--- config.mk ---
export PLATFORM = sky130hd
export DESIGN_NAME = serial_frame_rx
export DESIGN_NICKNAME = d
export VERILOG_FILES = /design/src/rtl/sfr_pkg.sv /design/src/rtl/sfr_sync.sv /design/src/rtl/sfr_bit_timer.sv /design/src/rtl/sfr_frame_ctrl.sv /design/src/rtl/serial_frame_rx.sv
export SDC_FILE = /design/constraint.sdc
export NUM_CORES = 1
export LEC_CHECK = 0
export ABC_AREA = 0
export BUFFER_PORTS_ARGS = -buffer_cell sky130_fd_sc_hd__buf_2
export CORE_ASPECT_RATIO = 1.1
export CORE_UTILIZATION = 55
export CTS_CLUSTER_DIAMETER = 200
export DETAILED_ROUTE_END_ITERATION = 8
export GPL_TIMING_DRIVEN = 0
export PLACE_DENSITY = 0.75
export SETUP_SLACK_MARGIN = 0.15
export SLEW_MARGIN = 30
export SYNTH_ARGS = -nofsm -noshare
export SYNTH_HDL_FRONTEND = slang
export SYNTH_SLANG_ARGS = --single-unit
export TNS_END_PERCENT = 100
--- constraint.sdc ---
create_clock -name clk -period 2.9 [get_ports clk]
set_input_delay 0.58 -clock clk [delete_from_list [all_inputs] [get_ports clk]]
set_output_delay 0.58 -clock clk [all_outputs]
set_load 0.05 [all_outputs]
--- src/rtl/sfr_pkg.sv ---
package sfr_pkg;

  localparam int unsigned CHAR_W = 8;

  typedef enum logic [2:0] {
    S_IDLE  = 3'd0,
    S_START = 3'd1,
    S_DATA  = 3'd2,
    S_PAR   = 3'd3,
    S_STOP  = 3'd4,
    S_BRKW  = 3'd5
  } rx_state_e;

  typedef struct packed {
    logic [1:0] wsel;
    logic       par_on;
    logic       par_even;
    logic       par_stick;
  } fmt_t;

  function automatic fmt_t decode_fmt(input logic [7:0] w);
    fmt_t f;
    f.wsel      = w[1:0];
    f.par_on    = w[3];
    f.par_even  = w[4];
    f.par_stick = w[5];
    return f;
  endfunction

  // Index of the final data bit: 4 for five-bit characters up to 7.
  function automatic logic [2:0] last_bit_idx(input logic [1:0] wsel);
    return 3'd4 + {1'b0, wsel};
  endfunction

  function automatic logic [CHAR_W-1:0] width_mask(input logic [1:0] wsel);
    logic [CHAR_W-1:0] m;
    for (int i = 0; i < CHAR_W; i++) begin
      m[i] = (i <= int'(last_bit_idx(wsel)));
    end
    return m;
  endfunction

endpackage

--- src/rtl/sfr_sync.sv ---
module sfr_sync #(
  parameter int unsigned STAGES = 2
) (
  input  logic clk,
  input  logic rst_n,
  input  logic din,
  output logic dout
);

  logic [STAGES-1:0] stg_q;

  for (genvar g = 0; g < STAGES; g++) begin : g_stage
    logic stg_d;
    if (g == 0) begin : g_first
      assign stg_d = din;
    end else begin : g_next
      assign stg_d = stg_q[g-1];
    end
    always_ff @(posedge clk or negedge rst_n) begin
      if (!rst_n) stg_q[g] <= 1'b1;
      else        stg_q[g] <= stg_d;
    end
  end

  assign dout = stg_q[STAGES-1];

endmodule

--- src/rtl/sfr_bit_timer.sv ---
module sfr_bit_timer #(
  parameter int unsigned OSR = 16
) (
  input  logic clk,
  input  logic rst_n,
  input  logic tick,
  input  logic clr,
  output logic mid_hit,
  output logic bit_hit
);

  localparam int unsigned CW = $clog2(OSR);
  localparam logic [CW-1:0] MID_V  = CW'(OSR / 2 - 1);
  localparam logic [CW-1:0] LAST_V = CW'(OSR - 1);

  logic [CW-1:0] cnt_q, cnt_d;

  always_comb begin
    cnt_d = cnt_q;
    if (clr) begin
      cnt_d = '0;
    end else if (tick) begin
      cnt_d = (cnt_q == LAST_V) ? '0 : cnt_q + 1'b1;
    end
  end

  always_ff @(posedge clk or negedge rst_n) begin
    if (!rst_n) cnt_q <= '0;
    else        cnt_q <= cnt_d;
  end

  assign mid_hit = tick & (cnt_q == MID_V);
  assign bit_hit = tick & (cnt_q == LAST_V);

  // sampling instants only move on oversample ticks or restarts
  p_count_hold_r8: assert property (@(posedge clk) disable iff (!rst_n)
    (!tick && !clr) |=> $stable(cnt_q));

endmodule

--- src/rtl/sfr_frame_ctrl.sv ---
module sfr_frame_ctrl
  import sfr_pkg::*;
(
  input  logic              clk,
  input  logic              rst_n,
  input  logic              tick,
  input  logic              rxd_s,
  input  logic [7:0]        fmt_cfg,
  input  logic              mid_hit,
  input  logic              bit_hit,
  output logic              timer_clr,
  output logic [CHAR_W-1:0] rx_data,
  output logic              rx_valid,
  output logic              rx_par_err,
  output logic              rx_frm_err,
  output logic              rx_brk
);

  rx_state_e         state_q, state_d;
  fmt_t              fmt_q, fmt_d;
  logic [2:0]        bidx_q, bidx_d;
  logic [CHAR_W-1:0] shf_q, shf_d;
  logic              zero_q, zero_d;
  logic              pbit_q, pbit_d;
  logic              last_q, last_d;

  logic [CHAR_W-1:0] dout_q, dout_d;
  logic              vld_q, vld_d;
  logic              perr_q, perr_d;
  logic              ferr_q, ferr_d;
  logic              brk_q, brk_d;

  logic              fall_edge;
  logic              par_bad;

  logic              unused_fmt;
  assign unused_fmt = ^{fmt_cfg[7:6], fmt_cfg[2]};

  assign fall_edge = tick & last_q & ~rxd_s;

  // Parity verdict from the captured data and parity bit.
  always_comb begin
    par_bad = 1'b0;
    if (fmt_q.par_on) begin
      if (fmt_q.par_stick) par_bad = (pbit_q == fmt_q.par_even);
      else                 par_bad = ((^shf_q ^ pbit_q) == fmt_q.par_even);
    end
  end

  always_comb begin
    state_d   = state_q;
    fmt_d     = fmt_q;
    bidx_d    = bidx_q;
    shf_d     = shf_q;
    zero_d    = zero_q;
    pbit_d    = pbit_q;
    last_d    = tick ? rxd_s : last_q;
    dout_d    = dout_q;
    vld_d     = 1'b0;
    perr_d    = perr_q;
    ferr_d    = ferr_q;
    brk_d     = brk_q;
    timer_clr = 1'b0;

    unique case (state_q)
      S_IDLE: begin
        if (fall_edge) begin
          state_d   = S_START;
          fmt_d     = decode_fmt(fmt_cfg);
          timer_clr = 1'b1;
        end
      end
      S_START: begin
        if (mid_hit) begin
          if (!rxd_s) begin
            state_d   = S_DATA;
            timer_clr = 1'b1;
            bidx_d    = '0;
            shf_d     = '0;
            zero_d    = 1'b1;
            pbit_d    = 1'b0;
          end else begin
            state_d = S_IDLE;
          end
        end
      end
      S_DATA: begin
        if (bit_hit) begin
          shf_d[bidx_q] = rxd_s;
          zero_d        = zero_q & ~rxd_s;
          if (bidx_q == last_bit_idx(fmt_q.wsel)) begin
            state_d = fmt_q.par_on ? S_PAR : S_STOP;
          end else begin
            bidx_d = bidx_q + 3'd1;
          end
        end
      end
      S_PAR: begin
        if (bit_hit) begin
          pbit_d  = rxd_s;
          zero_d  = zero_q & ~rxd_s;
          state_d = S_STOP;
        end
      end
      S_STOP: begin
        if (bit_hit) begin
          vld_d   = 1'b1;
          dout_d  = shf_q;
          perr_d  = par_bad;
          ferr_d  = ~rxd_s;
          brk_d   = zero_q & ~rxd_s;
          state_d = (zero_q & ~rxd_s) ? S_BRKW : S_IDLE;
        end
      end
      S_BRKW: begin
        if (tick && rxd_s) state_d = S_IDLE;
      end
      default: state_d = S_IDLE;
    endcase
  end

  always_ff @(posedge clk or negedge rst_n) begin
    if (!rst_n) begin
      state_q <= S_IDLE;
      fmt_q   <= '0;
      bidx_q  <= '0;
      shf_q   <= '0;
      zero_q  <= 1'b0;
      pbit_q  <= 1'b0;
      last_q  <= 1'b1;
      dout_q  <= '0;
      vld_q   <= 1'b0;
      perr_q  <= 1'b0;
      ferr_q  <= 1'b0;
      brk_q   <= 1'b0;
    end else begin
      state_q <= state_d;
      fmt_q   <= fmt_d;
      bidx_q  <= bidx_d;
      shf_q   <= shf_d;
      zero_q  <= zero_d;
      pbit_q  <= pbit_d;
      last_q  <= last_d;
      dout_q  <= dout_d;
      vld_q   <= vld_d;
      perr_q  <= perr_d;
      ferr_q  <= ferr_d;
      brk_q   <= brk_d;
    end
  end

  assign rx_data    = dout_q;
  assign rx_valid   = vld_q;
  assign rx_par_err = perr_q;
  assign rx_frm_err = ferr_q;
  assign rx_brk     = brk_q;

  // data phase is only entered from a start bit confirmed low
  p_start_confirm_r2: assert property (@(posedge clk) disable iff (!rst_n)
    (state_q == S_DATA && $past(state_q) == S_START) |-> !$past(rxd_s));

  // bits above the selected width are never reported
  p_upper_zero_r3: assert property (@(posedge clk) disable iff (!rst_n)
    rx_valid |-> ((rx_data & ~width_mask(fmt_q.wsel)) == '0));

  // a break always comes with a framing error and zero data
  p_break_frm_r7: assert property (@(posedge clk) disable iff (!rst_n)
    (rx_valid && rx_brk) |-> (rx_frm_err && rx_data == '0));

  // strobe lasts one cycle
  p_valid_pulse_r8: assert property (@(posedge clk) disable iff (!rst_n)
    rx_valid |=> !rx_valid);

  // reported fields only move together with the strobe
  p_fields_hold_r8: assert property (@(posedge clk) disable iff (!rst_n)
    ({rx_data, rx_par_err, rx_frm_err, rx_brk} !=
     $past({rx_data, rx_par_err, rx_frm_err, rx_brk})) |-> rx_valid);

endmodule

--- src/rtl/serial_frame_rx.sv ---
module serial_frame_rx
  import sfr_pkg::*;
#(
  parameter int unsigned OSR         = 16,
  parameter int unsigned SYNC_STAGES = 2
) (
  input  logic       clk,
  input  logic       rst_n,
  input  logic       os_tick,
  input  logic       rxd,
  input  logic [7:0] fmt_cfg,
  output logic [7:0] rx_data,
  output logic       rx_valid,
  output logic       rx_par_err,
  output logic       rx_frm_err,
  output logic       rx_brk
);

  // Reset: asserted asynchronously, released on a clock edge.
  logic [1:0] rst_sync_q;
  logic       rst_int_n;

  always_ff @(posedge clk or negedge rst_n) begin
    if (!rst_n) rst_sync_q <= 2'b00;
    else        rst_sync_q <= {rst_sync_q[0], 1'b1};
  end
  assign rst_int_n = rst_sync_q[1];

  logic rxd_s;
  logic mid_hit, bit_hit, timer_clr;

  sfr_sync #(.STAGES(SYNC_STAGES)) u_sync (
    .clk   (clk),
    .rst_n (rst_int_n),
    .din   (rxd),
    .dout  (rxd_s)
  );

  sfr_bit_timer #(.OSR(OSR)) u_timer (
    .clk     (clk),
    .rst_n   (rst_int_n),
    .tick    (os_tick),
    .clr     (timer_clr),
    .mid_hit (mid_hit),
    .bit_hit (bit_hit)
  );

  sfr_frame_ctrl u_ctrl (
    .clk        (clk),
    .rst_n      (rst_int_n),
    .tick       (os_tick),
    .rxd_s      (rxd_s),
    .fmt_cfg    (fmt_cfg),
    .mid_hit    (mid_hit),
    .bit_hit    (bit_hit),
    .timer_clr  (timer_clr),
    .rx_data    (rx_data),
    .rx_valid   (rx_valid),
    .rx_par_err (rx_par_err),
    .rx_frm_err (rx_frm_err),
    .rx_brk     (rx_brk)
  );

  // nothing is reported while reset is being released
  p_quiet_reset_r1: assert property (@(posedge clk)
    !rst_int_n |=> !rx_valid);

endmodule

After elaboration in Yosys (flattened, before gate mapping):

Index checks and enable logic that the tools add are counted.

* add/sub/neg operators: 3
* $mul: 0
* div/mod/pow operators: 0
* order comparisons: 2
* equal/unequal tests: 20
* shift-type cells: 0
* multiplexer cells: 42
* bitwise operators: 7
* reductions and logical operators: 16

Operators by type and width (number)
* two-way mux 3 bit: 13
* two-way mux 8 bit: 3
* one-hot mux 3 bit (6 select lines): 1
* one-hot mux 8 bit (2 select lines): 1
* two-way mux 1 bit: 14
* two-way mux 4 bit: 3
* inequality test 2 bit (second input constant): 6
* AND reduction 4 bit: 3
* bitwise mux 8 bit: 1
* inequality test 2 x 1 -> 1 bit (second input constant): 4
* nonzero test 2 bit: 4
* parity 8 bit: 1
* AND reduction 7 bit: 1
* == test 3 x 2 -> 1 bit (second input constant): 2
* == test 3 bit (second input constant): 2
* one-hot mux 1 bit (2 select lines): 3
* one-hot mux 3 bit (2 select lines): 1
* bitwise AND 1 bit: 5
* AND reduction 5 bit: 1
* adder 4 x 1 -> 4 bit (second input constant): 1
* == test 4 x 3 -> 1 bit (second input constant): 1
* == test 4 bit (second input constant): 1
* < comparator 3 x 4 -> 1 bit (second input constant): 1
* AND reduction 2 bit: 2
* 13 further kinds: 15

* flip-flop bits (word level): 42
* bits in latches: 0
* bits in writable memories: 0
* memory bits (read-only): 0
* bits of input ports: 12
* output and inout port bits: 12
* word-level logic and storage cells: 109
* memories: 0

Longest topological paths before layout:

* depth after elaboration: 7
* mapped depth: 7
* mapped depth without buffers: 6

Cells and area by module:

From an unflattened synthesis, not the netlist that was laid out.

* cell total of the unflattened synthesis: 216
* area, all modules: 2115.8 sq um

Modules (own cells, without submodules)
* sfr_frame_ctrl: times used 1, cells an instance 189, area each 1794.2 sq um, sequential area each 852.1 sq um
* sfr_bit_timer: times used 1, cells an instance 22, area each 215.2 sq um, sequential area each 100.1 sq um
* serial_frame_rx: times used 1, cells an instance 3, area each 53.8 sq um, sequential area each 50.0 sq um
* sfr_sync: times used 1, cells an instance 2, area each 52.6 sq um, sequential area each 52.6 sq um

Least setup slack after synthesis:

No wires, ideal clock.

* path kind: in2reg
* from: input port os_tick
* to: register u_ctrl.state_q[2]
* setup time: 0.128 ns
* arrival time: 1.667 ns
* data required time: 2.772 ns
* path slack: 1.106 ns
* cell stages on the path: 6
* path buffers: 1
* path through: buf_6 > and4bb_2 > a211oi_1 > a21oi_1 > o21ai_2 > mux2_1

* cells in the longest elaborated chain, start to end: 4
* elaborated cells on any way between the ends: 12
* classes of those cells: eq/ne (6); bitwise (4); reduce/logical (2)

Ends and longest elaborated chain
* from (decl): line serial_frame_rx.sv:9 `input logic os_tick,`
* bitwise AND 1 bit (2 in a row): line sfr_frame_ctrl.sv:39 `assign fall_edge = tick & last_q & ~rxd_s;`
* inequality test 2 x 1 -> 1 bit (no source line)
* AND reduction 7 bit (no source line) (*)
* to (signal assigned): line sfr_frame_ctrl.sv:137 `state_q <= state_d;`
* to (decl): line sfr_frame_ctrl.sv:19 `rx_state_e state_q, state_d;`

Every way passes the cells marked *; elsewhere a longest branch is shown, timed or not.
A chain may end at the register's enable or synchronous reset.

Worst setup path in the final report:

* from: register u_timer.cnt_q[0]
* to: register u_ctrl.bidx_q[0]

* cells in the longest elaborated chain, start to end: 4
* elaborated cells on any way between the ends: 7
* classes of those cells: eq/ne (4); bitwise (2); reduce/logical (1)

Ends and longest elaborated chain
* from (decl): line sfr_bit_timer.sv:16 `logic [CW-1:0] cnt_q, cnt_d;`
* from (signal assigned): line sfr_bit_timer.sv:29 `else cnt_q <= cnt_d;`
* == test 4 bit / == test 4 x 3 -> 1 bit (equally long branches): line sfr_bit_timer.sv:33, sfr_bit_timer.sv:32
* bitwise AND 1 bit, on equally long branches: line sfr_bit_timer.sv:33, sfr_bit_timer.sv:32
* inequality test 2 bit (no source line)
* AND reduction 5 bit (no source line) (*)
* to (signal assigned): line sfr_frame_ctrl.sv:139 `bidx_q <= bidx_d;`
* to (decl): line sfr_frame_ctrl.sv:21 `logic [2:0] bidx_q, bidx_d;`

Marks and branches as above.

==> impl_metrics.toml <==
[run_status]
status = "finished, final reports clean"

[synthesis]
ys_ff_latch = 42
async_flop_share = 1.00
syn-instance-count = 203
yosys.cell_types.count = 51
yosysWarnings = 0
netlist_area_um2 = 2110
synth_area_per_cell_um2 = 10.4
synth_fp_nets = 217
ys.flop_type = "dfrtp_1"
synth-edff-count = 0
ys_seq_area_frac = 0.500

[drt]
wirelength_mm = 3.75
drt_iter0_drc = 103
drcViolationCount = 0
vias = 1559
dr.pass1.iters = 4
wire_per_inst_um = 13.3
detail-route-antenna-nets = 0
via_per_inst = 5.55

[global_route]
grt.met1_usage = 0.277
antenna_found_initial = 0
grtUsageTotal = 0.221
grt_pass1_vias = 1509
grt-busiest-layer = "met2"
gr-usage-met2 = 0.365
grtUsageMet3 = 0.0583
grt_overflow = 0
grt_max_degree = 29
grt_pass1_wl_mm = 6.60

[cts]
clk_path_buf_depth = 2
cts_tree = "built"
hold_buffers = 0
clk_latency_ns = 0.29
clock-sinks = 42
cts_buffers = 5
ctsRootBufferMaster = "clkbuf_8"
cts_max_level = 2
cts_resized = 0
clk_pin_slew_ns = 0.07
post_cts_buffers = 0

[hold_path]
holdCritPathClass = "primary input to async pin"

[run]
drv_cap = 0

[pwr]
power.leakage_nw = 1.10
p_per_area_nw_per_um2 = 745
max-vdd-ir-drop_v = 0.000462

[floorplanning]
initial_core_util = 0.577
die_area_um2 = 4090
placement_rows = 23
core-area_um2 = 3650
die_w_um = 61.0
die-height_um = 66.9
ios = 24

[finish]
drive_gt1_frac = 0.268
area_delta_synth_final_pct = 12.8
finalNonFillerCells = 281
antenna_cells = 0
num-nets-final = 244
fillerInstances = 311

[place]
port_buffers = 19
hpwl_mm = 2.81
placedCellCount = 273
place.gp.congestion = 0.870

[timing]
max_freq_mhz = 507
final_max_slew_viol_count = 0
fin_crit_sh = 0.680
clock_skew_ns = 0.00576
tns_ns = 0
finalHoldViolations = 0
layout_min_cycle_time_ns = 1.97
finalSetupViolCount = 0
rsz0062_at_grt = "false"

[critical_path]
worst-path-max-fanout = 10
crit_path_start_kind = "register"
path_class = "register to register"
required_ns = 3.08
critical_path.endpoint_type = "register"
cp.arrival_ns = 2.15
-- worst max-delay path, stage by stage, from the launching register on --
cell	delay, ns
dfrtp_1	0.43
ha_1	0.28
nand4_1	0.22
nor3_2	0.06
o21ai_1	0.25
clkbuf_1	0.37
nor2_1	0.08
a22o_1	0.18
-- cells in the final DEF, fill, tap and decap left out, types with 5 or more instances in the layout --
cell      instances
buf_2            24
nand2_1          15
dfrtp_1          38
xnor2_1           9
inv_1            10
a31oi_1           5
nand3_1           5
clkbuf_8          6
a21oi_1          11
o21ai_0          20
mux2_2           14
nor2_1           13
-- cell usage after synthesis, types with 2 or more instances --
cell | number | area, um^2
ha_1 | 2 | 25.0
clkbuf_1 | 2 | 7.51
buf_2 | 5 | 25.0
buf_6 | 3 | 33.8
nor2_1 | 13 | 48.8
o31ai_1 | 3 | 22.5
o41ai_1 | 2 | 17.5
nand2b_1 | 2 | 12.5
mux2_2 | 14 | 158
dfrtp_1 | 39 | 976
a31oi_1 | 5 | 31.3
inv_1 | 10 | 37.5
mux2i_1 | 3 | 30.0
nand4_1 | 3 | 18.8
o21ai_0 | 20 | 100
a21oi_1 | 11 | 55.1
xnor2_1 | 9 | 78.8
dfstp_2 | 3 | 78.8
a22o_1 | 2 | 17.5
or3_1 | 2 | 12.5
nand2_1 | 15 | 56.3
xor2_1 | 2 | 17.5
nand3_1 | 5 | 25.0
-- worst paths after layout --
path | from | end | slack (ns) | cells after the start
min | rst_n | rst_sync_q[1] | 0.06 | 1
max in group asynchronous | rst_sync_q[1] | u_ctrl.zero_q | 2.30 | 1
max reg2reg | u_timer.cnt_q[0] | u_ctrl.bidx_q[0] | 0.93 | 7
min in group clk | rst_sync_q[0] | rst_sync_q[1] | 0.35 | 0
min reg2reg | rst_sync_q[1] | u_timer.cnt_q[3] | 0.16 | 0
max | u_timer.cnt_q[0] | u_ctrl.bidx_q[0] | 0.93 | 7
-- layout make-up --
class                      count  area (um^2)  share of cell area
tap                           50         62.6              0.0263
inverter                      10         37.5              0.0158
clock buffer                   7         86.3              0.0363
sequential                    42         1060               0.444
timing repair buffer          20          115              0.0484
clock inverter                 1         5.00             0.00210
buffer                        11         70.1              0.0295
multi-input combinational    140          946               0.398
-- registers in the layout, indices dropped and copies added (netlist names) --
register and cells:
rst_sync_q 2, u_ctrl.bidx_q 3, u_ctrl.fmt_q 5, u_ctrl.last_q 1, u_ctrl.pbit_q 1, u_ctrl.rx_brk 1, u_ctrl.rx_data 8, u_ctrl.rx_frm_err 1
u_ctrl.rx_par_err 1, u_ctrl.rx_valid 1, u_ctrl.shf_q 8, u_ctrl.state_q 3, u_ctrl.zero_q 1, u_sync.dout 1, u_sync.g_stage.stg_d 1, u_timer.cnt_q 4
-- report_power, final --
part / switching, mW / internal [mW]
registers: 0.0971 / 0.691
logic: 0.347 / 0.258
clock network: 0.188 / 0.192
total: 0.632 / 1.14
-- kinds of logic (layout without fill, tap and decap cells) --
group | Yosys count | count (layout) | synth area share
AND/OR/NAND/NOR | 55 | 55 | 0.142
AO/OA/AOI/OAI | 53 | 53 | 0.153
flip-flops | 42 | 42 | 0.500
buffers and inverters | 21 | 49 | 0.0510
multiplexers | 18 | 18 | 0.0944
XOR/XNOR | 11 | 11 | 0.0457
adder cells (fa/ha/maj) | 2 | 2 | 0.0119
other | 1 | 1 | 0.00178
-- per-layer routing --
metal,share of wire,vias to the layer above
met5,0,-
met4,0.015,0
met3,0.039,5
met2,0.49,35
met1,0.46,749
li1,-,770
-- through the flow --
| step | util | hold slack (ns) | power, mW | setup slack, ns | area [um^2] |
|---|---|---|---|---|---|
| 6_report | 0.651 | 0.0606 | 1.77 | 0.929 | 2380 |
| 3_3_place_gp | 0.620 | 0.337 | 1.38 | 0.927 | 2270 |
| 2_1_floorplan | - | 0.284 | 1.27 | 1.11 | 2110 |
| 3_5_place_dp | 0.626 | 0.174 | 1.40 | 0.939 | 2290 |
| 4_1_cts | 0.651 | 0.0532 | 1.78 | 0.917 | 2380 |
| 5_1_grt | 0.651 | 0.0506 | 1.90 | 0.702 | 2380 |
Power figures use the tool's default switching activity.
